<file path="src/rtl/audfifo_pkg.sv">
package audfifo_pkg;
  localparam int unsigned NUM_EV = 6;

  typedef enum int unsigned {
    EV_EMPTY  = 0,
    EV_AEMPTY = 1,
    EV_FULL   = 2,
    EV_AFULL  = 3,
    EV_STARVE = 4,
    EV_OVFL   = 5
  } ev_idx_e;

  typedef struct packed {
    logic empty;
    logic aempty;
    logic full;
    logic afull;
  } level_flags_t;
endpackage

</file>
<file path="src/rtl/audfifo_store.sv">
module audfifo_store #(
  parameter int unsigned DATA_W = 16,
  parameter int unsigned DEPTH  = 32,
  localparam int unsigned PTR_W = $clog2(DEPTH),
  localparam int unsigned CNT_W = $clog2(DEPTH + 1)
) (
  input  logic              clk,
  input  logic              rst_n,
  input  logic              flush,
  input  logic              push,
  input  logic [DATA_W-1:0] push_data,
  input  logic              pop,
  output logic [DATA_W-1:0] head_data,
  output logic [CNT_W-1:0]  count
);
  logic [DATA_W-1:0] mem [DEPTH];
  logic [PTR_W-1:0]  wr_ptr, rd_ptr;

  function automatic logic [PTR_W-1:0] next_ptr(input logic [PTR_W-1:0] p);
    return (p == PTR_W'(DEPTH - 1)) ? '0 : p + 1'b1;
  endfunction

  always_ff @(posedge clk) begin
    if (push) mem[wr_ptr] <= push_data;
  end

  always_ff @(posedge clk or negedge rst_n) begin
    if (!rst_n) begin
      wr_ptr <= '0;
      rd_ptr <= '0;
      count  <= '0;
    end else if (flush) begin
      wr_ptr <= '0;
      rd_ptr <= '0;
      count  <= '0;
    end else begin
      if (push) wr_ptr <= next_ptr(wr_ptr);
      if (pop)  rd_ptr <= next_ptr(rd_ptr);
      case ({push, pop})
        2'b10:   count <= count + 1'b1;
        2'b01:   count <= count - 1'b1;
        default: count <= count;
      endcase
    end
  end

  assign head_data = mem[rd_ptr];
endmodule

</file>
<file path="src/rtl/audfifo_levels.sv">
module audfifo_levels
  import audfifo_pkg::*;
#(
  parameter int unsigned DEPTH     = 32,
  parameter int unsigned AE_LVL    = 4,
  parameter int unsigned AF_LVL    = 28,
  parameter int unsigned LVL_W     = 6,
  localparam int unsigned CNT_W    = $clog2(DEPTH + 1),
  localparam int unsigned CMP_W    = ((CNT_W > LVL_W) ? CNT_W : LVL_W) + 1
) (
  input  logic [CNT_W-1:0] count,
  input  logic             enable,
  input  logic             dir_rx,
  input  logic [LVL_W-1:0] dma_level,
  output level_flags_t     flags,
  output logic             dma_req
);
  logic [CMP_W-1:0] cnt_x, lvl_x;
  logic             low_water, high_water;

  assign cnt_x = CMP_W'(count);
  assign lvl_x = CMP_W'(dma_level);

  always_comb begin
    flags.empty  = (cnt_x == '0);
    flags.aempty = (cnt_x <= CMP_W'(AE_LVL));
    flags.full   = (cnt_x == CMP_W'(DEPTH));
    flags.afull  = (cnt_x >= CMP_W'(AF_LVL));
  end

  assign low_water  = (cnt_x <= lvl_x);
  assign high_water = (cnt_x >= lvl_x);
  assign dma_req    = enable & (dir_rx ? high_water : low_water);
endmodule

</file>
<file path="src/rtl/audfifo_events.sv">
module audfifo_events
  import audfifo_pkg::*;
#(
  parameter int unsigned N_EV = NUM_EV
) (
  input  logic            clk,
  input  logic            rst_n,
  input  logic [N_EV-1:0] set_vec,
  input  logic            clr_strobe,
  input  logic [N_EV-1:0] clr_mask,
  input  logic [N_EV-1:0] irq_enable,
  input  logic            irq_global_en,
  output logic [N_EV-1:0] events,
  output logic            pending,
  output logic            irq
);
  for (genvar i = 0; i < N_EV; i++) begin : g_ev
    logic ev_q;
    always_ff @(posedge clk or negedge rst_n) begin
      if (!rst_n)                        ev_q <= 1'b0;
      else if (set_vec[i])               ev_q <= 1'b1;
      else if (clr_strobe && clr_mask[i]) ev_q <= 1'b0;
    end
    assign events[i] = ev_q;
  end

  assign pending = |(events & irq_enable);
  assign irq     = pending & irq_global_en;
endmodule

</file>
<file path="src/rtl/audio_sample_fifo.sv">
module audio_sample_fifo
  import audfifo_pkg::*;
#(
  parameter int unsigned DATA_W = 16,
  parameter int unsigned DEPTH  = 32,
  parameter int unsigned AE_LVL = 4,
  parameter int unsigned AF_LVL = 28,
  parameter int unsigned LVL_W  = 6,
  localparam int unsigned CNT_W = $clog2(DEPTH + 1)
) (
  input  logic              clk,
  input  logic              rst_n,
  input  logic              fifo_en,
  input  logic              dir_rx,
  input  logic              in_valid,
  input  logic [DATA_W-1:0] in_data,
  output logic              in_ready,
  input  logic              out_ready,
  output logic              out_valid,
  output logic [DATA_W:0]   out_data,
  input  logic [LVL_W-1:0]  dma_level,
  input  logic [NUM_EV-1:0] irq_enable,
  input  logic              irq_global_en,
  input  logic              clr_strobe,
  input  logic [NUM_EV-1:0] clr_mask,
  output logic [CNT_W-1:0]  fill_count,
  output logic              flag_empty,
  output logic              flag_aempty,
  output logic              flag_full,
  output logic              flag_aful,
  output logic [NUM_EV-1:0] events,
  output logic              pending,
  output logic              dma_req,
  output logic              irq
);
  level_flags_t      flags;
  logic              push, pop, starve, overflow;
  logic [DATA_W-1:0] head_data;
  logic [NUM_EV-1:0] set_vec;

  assign in_ready  = fifo_en & (~flags.full | out_ready);
  assign out_valid = fifo_en & ~flags.empty;
  assign push      = in_valid & in_ready;
  assign pop       = out_ready & out_valid;
  assign starve    = fifo_en & out_ready & ~out_valid;
  assign overflow  = fifo_en & in_valid & ~in_ready;

  audfifo_store #(.DATA_W(DATA_W), .DEPTH(DEPTH)) i_store (
    .clk       (clk),
    .rst_n     (rst_n),
    .flush     (~fifo_en),
    .push      (push),
    .push_data (in_data),
    .pop       (pop),
    .head_data (head_data),
    .count     (fill_count)
  );

  audfifo_levels #(.DEPTH(DEPTH), .AE_LVL(AE_LVL), .AF_LVL(AF_LVL), .LVL_W(LVL_W)) i_levels (
    .count     (fill_count),
    .enable    (fifo_en),
    .dir_rx    (dir_rx),
    .dma_level (dma_level),
    .flags     (flags),
    .dma_req   (dma_req)
  );

  always_comb begin
    set_vec            = '0;
    set_vec[EV_EMPTY]  = fifo_en & flags.empty;
    set_vec[EV_AEMPTY] = fifo_en & flags.aempty;
    set_vec[EV_FULL]   = fifo_en & flags.full;
    set_vec[EV_AFULL]  = fifo_en & flags.afull;
    set_vec[EV_STARVE] = starve;
    set_vec[EV_OVFL]   = overflow;
  end

  audfifo_events #(.N_EV(NUM_EV)) i_events (
    .clk           (clk),
    .rst_n         (rst_n),
    .set_vec       (set_vec),
    .clr_strobe    (clr_strobe),
    .clr_mask      (clr_mask),
    .irq_enable    (irq_enable),
    .irq_global_en (irq_global_en),
    .events        (events),
    .pending       (pending),
    .irq           (irq)
  );

  assign out_data    = out_valid ? {1'b1, head_data} : '0;
  assign flag_empty  = flags.empty;
  assign flag_aempty = flags.aempty;
  assign flag_full   = flags.full;
  assign flag_aful   = flags.afull;
endmodule

</file>
<file path="config.mk">
export PLATFORM = sky130hd
export DESIGN_NAME = audio_sample_fifo
export DESIGN_NICKNAME = d
export VERILOG_FILES = /design/src/rtl/audfifo_pkg.sv /design/src/rtl/audfifo_store.sv /design/src/rtl/audfifo_levels.sv /design/src/rtl/audfifo_events.sv /design/src/rtl/audio_sample_fifo.sv
export SDC_FILE = /design/constraint.sdc
export NUM_CORES = 1
export LEC_CHECK = 0
export CAP_MARGIN = 40
export CORE_MARGIN = 4
export CORE_UTILIZATION = 45
export CTS_CLUSTER_DIAMETER = 40
export DETAILED_ROUTE_END_ITERATION = 8
export GPL_TIMING_DRIVEN = 0
export PLACE_DENSITY_LB_ADDON = 0.2
export SYNTH_ARGS = -nofsm -noshare
export SYNTH_HDL_FRONTEND = slang
export SYNTH_SLANG_ARGS = --single-unit
</file>
<file path="constraint.sdc">
create_clock -name clk -period 5.18 [get_ports clk]
set_input_delay 0.777 -clock clk [delete_from_list [all_inputs] [get_ports clk]]
set_output_delay 0.777 -clock clk [all_outputs]
set_load 0.005 [all_outputs]
</file>
==> impl.org <==
** Worst hold path
- The startpoint identified for the worst hold timing path is i_events.g_ev[2].ev_q$_DFFE_PN0P_.
- The min-delay analysis places its worst path in the category register to register.
- Counting instances, the worst hold path has a depth of 2.

** CTS
- Buffer depth of the longest clock path :: 3
- For the worst-skew pair, the clock arrives at the later sink with an insertion delay of 0.59 ns.
- Cts bufs inserted :: 72
- For this design, the CTS-stage hold fixing added 0 buffers.
- Clock Tree Root :: sky130_fd_sc_hd__clkbuf_16
- Post-cts resize count :: 0
- After clock tree synthesis, the setup repair step added 0 buffers.
- CTS built an H-tree with a depth of 3.
- The clock drives 534 sinks.
- Clock-pin slew was measured on the worst setup and hold paths at 0.05 ns.
- TritonCTS clock tree :: yes

** Critical path
- The worst register-to-register path has a depth of 7.
- Master of the slowest instance on the critical path :: sky130_fd_sc_hd__clkdlybuf4s50_1
- Endpoint kind of the worst setup timing path :: primary output
- Largest driver fanout on the critical path :: 10
- Cell with the most instances on the worst path :: sky130_fd_sc_hd__buf_2
- Launch instance of the worst register-to-register path :: i_store.count[1]$_DFFE_PN0P_
- Worst setup path startpoint :: i_store.rd_ptr[1]$_DFFE_PN0P_
- Sort of element at the start of the critical path :: register
- Type of the worst setup path :: register to primary output
- Cell breakdown of the critical path :: buf_2 -> buf_2 -> buf_2 -> buf_2 -> mux4_2 -> mux2i_1 -> nor2_1 -> a21oi_1 -> o22ai_1 -> clkdlybuf4s50_1
- The largest single stage delay on the critical path is 0.50 ns.
- Arrival @ worst endpoint :: 4.02 ns
- Data required time at the worst endpoint :: 4.40 ns

** Outcome
- Result of the run :: complete, no violations

** Route
- Summed over all layers, the routed wires come to 51700 um.
- Wirelength per Cell :: 27.1 um
- After the first detailed-routing iteration, the DRC count stood at 1146.
- Via-per-instance ratio :: 5.81
- In the routed design, unresolved DRC markers number 0.
- The first TritonRoute pass finished after 5 iterations.
- Summing over every cut layer, the via total after detailed routing is 11089.
- Antenna Violating Nets Remaining :: 0

** Global routing
- Wire length of the first global-routing pass :: 75500 um
- Via count of the first global-routing pass :: 11209
- Grt total ovfl :: 0
- Initial antenna violation count :: 0
- Entering global routing, the biggest net connects 26 pins.
- Overall global routing resource usage :: 20.6%

** Yosys
- Biggest area consumer among synthesized cells :: sky130_fd_sc_hd__edfxtp_1
- The synthesized design contains 512 enable-type register cells.
- After synthesis, the largest area contributor takes up 71.8% of total cell area.
- Syn Inst Count :: 1042
- The mapped netlist covers 21400 um^2.
- Number of storage elements in the synthesis netlist :: 534
- Counting every net in the synthesized netlist gives 1100.
- Yosys attributes the largest share of cell area to sky130_fd_sc_hd__edfxtp_1, sky130_fd_sc_hd__mux4_2, sky130_fd_sc_hd__dfrtp_1, sky130_fd_sc_hd__nor2_1, sky130_fd_sc_hd__mux2_2.
- Top FF cell, synth :: sky130_fd_sc_hd__edfxtp_1
- Unique cell type count in the Yosys netlist :: 53
- In the synthesized netlist the async set-or-reset flop fraction comes to 4.12%.
- The Yosys step of the flow raised 0 warnings.
- The share of the Yosys chip area taken by registers is 74.3%.
- sky130_fd_sc_hd__edfxtp_1 is the most common cell in the netlist.
- Most used standard cells in the synthesized netlist :: sky130_fd_sc_hd__edfxtp_1, sky130_fd_sc_hd__mux4_2, sky130_fd_sc_hd__nor2_1
- Mean instance size in the synthesized netlist :: 20.6 um^2

** STA
- The number of pins exceeding their max-slew limit in the final report was 0.
- Final setup TNS :: 0 ns
- Hold timing on the final database bottoms out at a slack of 0.512 ns.
- Dividing the final minimum period by the clock period gives 92.6%.
- Setup violations, final :: 0
- Highest Clock Rate :: 0.209 GHz
- Final Hold Vio Count :: 0
- Clock period minus worst slack :: 4.79 ns
- Post-route clock skew :: 0.0217 ns
- Slew at the pin with the worst max-slew slack :: 0.870 ns
- Setup repair after global routing left no endpoint under its margin.
- In this run the tightest slew margin relative to its limit is 42.0%.

** Power
- Sequential Power Share :: 39.3%
- Internal cell power :: 9.11 mW
- VDD sags by at most 275 uV.
- Combinational fraction of design power :: 21.0%
- Net switching is 26.4% of the power.
- For this design the static power due to leakage is 8.53 nW.
- Part of the total power dissipated in the clock network :: 39.7%
- Switching power total :: 3.26 mW
- Power spread over the standard cell area amounts to 469 nW/um^2.

** Place
- At the end of routability-driven placement, the weighted congestion stood at 0.788.
- In this run the tool buffered the top-level ports with 78 buffer cells.
- Final HPWL DP :: 35300 um

** Floorplan
- Vert. Die Dim :: 226 um
- The total area inside the core boundary comes to 46900 um^2.
- Die area :: 51200 um^2
- In this run the horizontal extent of the chip is 226 um.
- Core Rows :: 79
- For this design the top-level I/O count stands at 80.
- Starting Density :: 45.7%

** Finish
- The filler cells instantiated in the layout total 3533.
- Total Nets Final :: 1305
- Share of final-layout standard cells stronger than drive strength 1 :: 31.6%
- From synthesis to final layout, the design area changed by 23.1%.
- Number of antenna diodes :: 0

** Job
- Max-cap violations :: 0
==> cells in the final DEF, fill, tap and decap left out, types with 4 or more instances in the layout <==
cell type / Yosys / final
sky130_fd_sc_hd__o21ai_0: 10 / 10
sky130_fd_sc_hd__ha_1: 16 / 16
sky130_fd_sc_hd__nor2_1: 62 / 30
sky130_fd_sc_hd__mux4_2: 144 / 144
sky130_fd_sc_hd__a21o_1: 4 / 4
sky130_fd_sc_hd__buf_8: 0 / 36
sky130_fd_sc_hd__inv_8: 0 / 5
sky130_fd_sc_hd__dfrtp_1: 22 / 22
sky130_fd_sc_hd__inv_1: 17 / 17
sky130_fd_sc_hd__bufinv_16: 0 / 7
sky130_fd_sc_hd__nand3_1: 13 / 13
sky130_fd_sc_hd__clkinv_1: 16 / 21
sky130_fd_sc_hd__inv_6: 0 / 10
sky130_fd_sc_hd__clkinvlp_4: 0 / 6
sky130_fd_sc_hd__a31oi_1: 5 / 5
sky130_fd_sc_hd__a22o_1: 4 / 4
sky130_fd_sc_hd__nand3b_1: 6 / 6
sky130_fd_sc_hd__edfxtp_1: 512 / 512
sky130_fd_sc_hd__o22ai_1: 16 / 16
sky130_fd_sc_hd__clkbuf_1: 21 / 25
sky130_fd_sc_hd__buf_6: 6 / 11
sky130_fd_sc_hd__clkdlybuf4s50_1: 0 / 78
sky130_fd_sc_hd__buf_4: 10 / 10
sky130_fd_sc_hd__mux2i_1: 18 / 18
sky130_fd_sc_hd__buf_1: 6 / 6
sky130_fd_sc_hd__a21oi_1: 22 / 22
sky130_fd_sc_hd__clkinv_4: 0 / 8
sky130_fd_sc_hd__clkinv_2: 0 / 7
sky130_fd_sc_hd__nand2_1: 28 / 28
sky130_fd_sc_hd__nor2_2: 0 / 32
sky130_fd_sc_hd__buf_2: 17 / 17
sky130_fd_sc_hd__mux2_2: 18 / 18
sky130_fd_sc_hd__buf_16: 0 / 12
sky130_fd_sc_hd__clkbuf_16: 0 / 74
==> cell type report <==
class | instances | area, um^2 | area share, %
well taps | 607 | 759 | 2.88
clock inverters | 49 | 539 | 2.04
flip-flops and latches | 534 | 15900 | 60.4
inverters | 34 | 128 | 0.484
repair buffers | 131 | 1710 | 6.47
multi-input cells | 412 | 5090 | 19.3
clock buffers | 78 | 1870 | 7.08
plain buffers | 62 | 369 | 1.40
==> registers in the layout, indices dropped and copies added (netlist names) <==
| register | flops |
|---|---|
| i_store.mem | 512 |
| i_events.g_ev.ev_q | 6 |
| i_store.count | 6 |
| i_store.rd_ptr | 5 |
| i_store.wr_ptr | 5 |
==> critical path: cells and delay by family, from the launching register on <==
kind	cells	cell delay, ns
DFF	1	0.41
AOI/OAI and AO/OA	2	0.53
muxes	2	0.56
buffers and inverters	5	1.86
and+or+nand+nor	1	0.06
==> final timing paths <==
| kind | to | slack [ns] |
|---|---|---|
| setup / recovery | out_data[13] | 0.39 |
| max in group asynchronous | i_store.rd_ptr[1]$_DFFE_PN0P_ | 4.20 |
| setup reg to reg | i_store.mem[25][2]$_DFFE_PP_ | 1.68 |
| hold / removal | i_events.g_ev[2].ev_q$_DFFE_PN0P_ | 0.51 |
| min in group asynchronous | i_store.count[1]$_DFFE_PN0P_ | 0.54 |
| hold reg to reg | i_events.g_ev[2].ev_q$_DFFE_PN0P_ | 0.51 |
==> routing by layer <==
metal  vias up  GRT usage, %  share of wire, %
met5         -             0                 0
met4         0          5.83               1.9
met3        69          5.46               9.1
met2       491          31.0                46
met1      5820          30.3                43
li1       4709             -                 -
==> through the flow <==
step           instance area (um^2)  power [mW]  util [%]  setup WS [ns]  cells
2_1_floorplan                 21400        6.55         -           2.15   1042
3_3_place_gp                  23000        7.48      49.0          0.178   1727
3_5_place_dp                  24000        7.55      51.2          0.793   1780
4_1_cts                       26400        12.5      56.3          0.373   1907
5_1_grt                       26400        12.8      56.3          0.268   1907
6_report                      26400        12.4      56.3          0.385   1907
==> cell families (layout without fill, tap and decap cells) <==
| logic type | Yosys count | count (layout) | synth area share [%] |
|---|---|---|---|
| muxes | 180 | 180 | 16.9 |
| xor gates and xnor gates | 3 | 3 | 0.123 |
| DFF | 534 | 534 | 74.3 |
| adders and majority gates | 16 | 16 | 0.934 |
| buffers and inverters | 96 | 354 | 2.32 |
| and+or+nand+nor | 131 | 131 | 2.79 |
| AOI/OAI and AO/OA | 82 | 82 | 2.60 |
==> power by group through the flow <==
| stage | clock (mW) | sequential (mW) | combinational, mW |
|---|---|---|---|
| floorplan | 0 | 4.93 | 1.62 |
| global placement | 0 | 4.95 | 2.53 |
| detailed placement | 0 | 4.95 | 2.61 |
| CTS | 4.99 | 4.86 | 2.62 |
| global route | 5.19 | 4.87 | 2.78 |
| finish | 4.91 | 4.86 | 2.60 |
Note: power is estimated with default switching activity, not from simulation.
